==> src/rtl/usart_sync_clkgen.sv <==
module usart_sync_clkgen #(
  parameter int SHORT_LEN = 8,
  parameter int LONG_LEN  = 9
) (
  input  logic clk,
  input  logic rst_n,
  input  logic tx_en,
  input  logic frame_go,
  input  logic half_tick,
  input  logic cfg_pol,
  input  logic cfg_pha,
  input  logic cfg_last,
  input  logic cfg_nine,
  output logic sck,
  output logic shift_stb
);
  localparam int SW = $clog2(LONG_LEN + 2);

  logic          pol_l, pha_l, last_l, nine_l;
  logic          act_q, half_q, sck_q, stb_q;
  logic [SW-1:0] slot_q;
  logic          act_d, half_d, pulse_d, sck_d, stb_d;
  logic [SW-1:0] slot_d;

  wire [SW-1:0] nbits     = nine_l ? SW'(LONG_LEN) : SW'(SHORT_LEN);
  wire [SW-1:0] stop_slot = nbits + SW'(1);
  wire          pol_n     = tx_en ? pol_l : cfg_pol;

  always_comb begin
    act_d  = act_q;
    half_d = half_q;
    slot_d = slot_q;
    if (!tx_en) begin
      act_d  = 1'b0;
      half_d = 1'b0;
      slot_d = '0;
    end else if (!act_q) begin
      if (frame_go) begin
        act_d  = 1'b1;
        half_d = 1'b0;
        slot_d = '0;
      end
    end else if (half_tick) begin
      if (!half_q) begin
        half_d = 1'b1;
      end else begin
        half_d = 1'b0;
        if (slot_q == stop_slot) begin
          act_d  = 1'b0;
          slot_d = '0;
        end else begin
          slot_d = slot_q + SW'(1);
        end
      end
    end
  end

  assign pulse_d = act_d && (slot_d != '0) && (slot_d <= nbits) &&
                   (last_l || (slot_d != nbits));
  assign sck_d   = pol_n ^ (pulse_d && (half_d ^ pha_l));
  assign stb_d   = tx_en && act_q && half_tick && half_q && (slot_q < nbits);

  always_ff @(posedge clk) begin
    if (!rst_n) begin
      pol_l  <= cfg_pol;
      pha_l  <= cfg_pha;
      last_l <= cfg_last;
      nine_l <= cfg_nine;
      act_q  <= 1'b0;
      half_q <= 1'b0;
      slot_q <= '0;
      sck_q  <= cfg_pol;
      stb_q  <= 1'b0;
    end else begin
      if (!tx_en) begin
        pol_l  <= cfg_pol;
        pha_l  <= cfg_pha;
        last_l <= cfg_last;
        nine_l <= cfg_nine;
      end
      act_q  <= act_d;
      half_q <= half_d;
      slot_q <= slot_d;
      sck_q  <= sck_d;
      stb_q  <= stb_d;
    end
  end

  assign sck       = sck_q;
  assign shift_stb = stb_q;
endmodule

==> config.mk <==
export PLATFORM = sky130hd
export DESIGN_NAME = usart_sync_clkgen
export DESIGN_NICKNAME = d
export VERILOG_FILES = /design/src/rtl/usart_sync_clkgen.sv
export SDC_FILE = /design/constraint.sdc
export NUM_CORES = 1
export LEC_CHECK = 0
export BUFFER_PORTS_ARGS = -buffer_cell sky130_fd_sc_hd__buf_2
export CAP_MARGIN = 20
export CORE_MARGIN = 3
export CORE_UTILIZATION = 45
export DETAILED_ROUTE_END_ITERATION = 10
export PLACE_DENSITY = 0.66
export SYNTH_ARGS = -nofsm -noshare
export SYNTH_HDL_FRONTEND = slang
export SYNTH_SLANG_ARGS = --single-unit
==> constraint.sdc <==
create_clock -name clk -period 3.3 [get_ports clk]
set_input_delay 0.165 -clock clk [delete_from_list [all_inputs] [get_ports clk]]
set_output_delay 0.165 -clock clk [all_outputs]
set_load 0.02 [all_outputs]
==> out/results.tsv <==
stage	metric	value	unit
finish	diodes_inserted	0	
power	leakagePower	0.280	nW
floorplanning	placementRows	13	
placement	buffer_ports.inserted	10	
route	vias	493	
timing	fin_tns_setup	0	ps
clocking	clock_insertion_delay_worst_skew	270	ps
clocking	postCtsHoldBufs	0	
floorplanning	full_die_area	1930	um2
finish	largest_register	slot_q	
timing	finalSetupViolCount	0	
logic_synthesis	proportion_of_synthesized_area_in_mux_cells	8.11	%
finish	num-nets-final	88	
timing	post_route_worst_setup_slack	744	ps
logic_synthesis	sequential_share_of_the_synthesized_area	41.7	%
clocking	tritoncts	built	
placement	routabilityCongestion	0.730	
finish	area_occupied_by_multi_input_gates	355	um2
timing	worst_slew_pin_slew	451	ps
floorplanning	die-width	44.0	um
clocking	cts.reportedPaths.clkPinSlew	80	ps
finish	synthesis_to_layout_area_growth	12.9	%
floorplanning	placeableCoreArea	1330	um2
logic_synthesis	synthDominantAreaCellType	dfxtp_1	
placement	post-place-ws	747	ps
finish	total_area_of_sequential_cells	270	um2
power	p_switching	0.0670	mW
logic_synthesis	ys_seq_elements	12	
power	comb_power_share	9.8	%
min_path	hold_path_class	input port to flip-flop	
global_route	grt_antenna_before_repair	0	
timing	report.final.slew_viol_count	0	
timing	clock-skew-final	7.19	ps
logic_synthesis	dominant_combinational_cell_family_by_area_after_synthesis	simple AND/OR/NAND/NOR gates	
setup_path	critical_path.startpoint	nine_l	
global_route	grt_usage	14.4	%
run_status	run_status	complete, no violations	
clocking	clk_path_buf_depth	2	
timing	final_min_period_over_clock_period	77.4	%
logic_synthesis	yosys_warns	0	
setup_path	timing.reg2reg.worst_path_depth	9	
global_route	grt.overflow.total	0	
clocking	ctsRootBufferMaster	clkbuf_4	
logic_synthesis	synth_simple_gate_area_share	26.8	%
floorplanning	io_pins	11	
logic_synthesis	syn_area	648	um2
finish	fill_cells	125	
power	power_share_of_the_sequential_group	56.9	%
route	first_iter_violations	10	
global_route	grt_pass1_vias	462	
route	wire_per_inst	12.6	um
min_path	holdCritStartpoint	cfg_last	
clocking	cts_max_level	1	
timing	max_freq	0.391	GHz
logic_synthesis	post_synth_fa_ha_maj_area_fraction	5.79	%
placement	dp_hpwl	860	um
logic_synthesis	compound_cell_area_share_of_the_yosys_netlist	11.4	%
job	maxCapViolCount	0	
logic_synthesis	post_synth_xor_area_fraction	2.70	%
placement	detailed_place.area	706	um2
logic_synthesis	ys_top_cells_by_area	dfxtp_1, edfxtp_1, ha_1	
logic_synthesis	synth_nets	74	
finish	layout-drive-gt1-share	22.7	%
route	remaining_drc_errors	0	
logic_synthesis	netlist-cell-type-count	30	
floorplanning	die_span_in_y	44.0	um
power	power_frac_clock	33.3	%
setup_path	critical_path_peak_fanout	5	
timing	unrepaired_setup_endpoints_after_global_routing	false	
power	irDropWorstVdd	257	uV
min_path	worstHoldPathCells	1	
clocking	post_cts.resized_instances	0	
global_route	grt_first_pass_wirelength	1.96	mm
setup_path	worst_setup_path_end_kind	flip-flop	
route	wl	1.13	mm
clocking	post_cts.repair.setup_buffers	0	
floorplanning	initial_utilization	48.6	%
global_route	grt_start_max_net_pins	10	
power	powerDensity	388	nW/um2
route	drt.antenna.violating_nets	0	
timing	final_hold_vios	0	
clocking	numClockSinks	12	
setup_path	crit_required	3460	ps
logic_synthesis	post_synth_inst_count	62	
timing	finalCriticalPeriod	2560	ps
finish	finalInstanceArea	732	um2
power	switching_share	23.6	%
logic_synthesis	yosysTopAreaCellShare	27.8	%
setup_path	cp.arrival	2710	ps
logic_synthesis	syn_area_per_cell	10.5	um2
setup_path	critical_path.startpoint_type	flip-flop	
setup_path	critical_path_class	flip-flop to flip-flop	
route	avgViaCountPerCell	5.48	
route	first_pass_iters	4	
finish	largest_reg_flops	4	
power	cell_internal_pwr	0.217	mW
setup_path	timing.rr.start	nine_l	
clocking	cts_inserted_buffers	3	
timing	max-slew-margin-rel	69.7	%
[critical path, cell delays in order, from the launching register on]
cell,delay (ps)
edfxtp_1,440
ha_1,350
nor4b_4,380
o22ai_1,180
inv_1,80
ha_1,230
mux2i_1,170
nor4_2,50
o211ai_1,210
mux2_1,340
[cell usage in the layout (no fill, tap or decap), drive strengths merged, types with 2 or more instances in the layout]
cell	synthesis	layout
and2	2	2
mux2	2	2
nand3	4	4
o211ai	2	2
nor2	4	4
a211oi	2	2
mux2i	3	3
ha	3	3
inv	3	3
buf	1	10
dfxtp	9	9
nand2	5	5
clkbuf	0	4
o22ai	2	2
nand2b	2	2
nand4	3	3
edfxtp	3	3
[power by group through the flow]
stage               clock network, mW  logic (mW)  registers [mW]
floorplan                           0      0.0182           0.165
global placement                    0      0.0277           0.165
detailed placement                  0      0.0281           0.165
CTS                            0.0973      0.0281           0.162
global route                    0.104      0.0318           0.163
finish                         0.0946      0.0278           0.162
[path summary, 6_finish.rpt]
path,endpoint,slack [ps]
worst max register to register,sck,740
worst max-delay path,sck,740
worst min-delay path,last_l,60
worst min register to register,pol_l,510
[cell families after synthesis]
kind of cell    after synthesis
buf+inv                       4
simple gates                 26
fa+ha+maj                     3
compound gates               10
flops                        12
xor+xnor                      2
mux                           5
[synthesized netlist by cell type]
master / number
a211oi_1: 2
a21oi_1: 1
and2_1: 2
and3_1: 1
and3b_1: 1
buf_6: 1
dfxtp_1: 9
edfxtp_1: 3
ha_1: 3
inv_1: 3
mux2_1: 1
mux2_2: 1
mux2i_1: 3
nand2_1: 5
nand2b_1: 2
nand3_1: 3
nand3_4: 1
nand4_1: 3
nor2_1: 4
nor2b_1: 1
nor4_2: 1
nor4b_4: 1
o211a_1: 1
o211ai_1: 2
o22ai_1: 2
o31a_1: 1
o31ai_1: 1
or3_1: 1
xnor2_1: 1
xor2_1: 1
[routing by layer]
metal | GRT usage (%) | vias to the layer above | share of wire (%)
li1 | - | 256 | -
met1 | 18.6 | 224 | 48
met2 | 19.5 | 9 | 45
met3 | 3.73 | 4 | 4.1
met4 | 12.7 | 0 | 3.0
met5 | 0 | - | 0
[layout make-up]
class | count | area share [%]
multi-input cells | 46 | 48.5
flip-flops and latches | 12 | 36.9
repair buffers | 10 | 6.84
clock buffers | 4 | 3.59
well taps | 15 | 2.56
inverters | 3 | 1.54
[stage by stage]
step	instances	hold slack (ps)	utilization [%]	total power, mW
after floorplan	62	264	-	0.183
after global placement	86	341	52.9	0.193
after detailed placement	86	343	52.9	0.193
after CTS	90	56.0	54.9	0.287
after global routing	90	50.1	54.9	0.298
final	90	60.0	54.9	0.284
No activity file was read; power rests on OpenSTA's default activity.
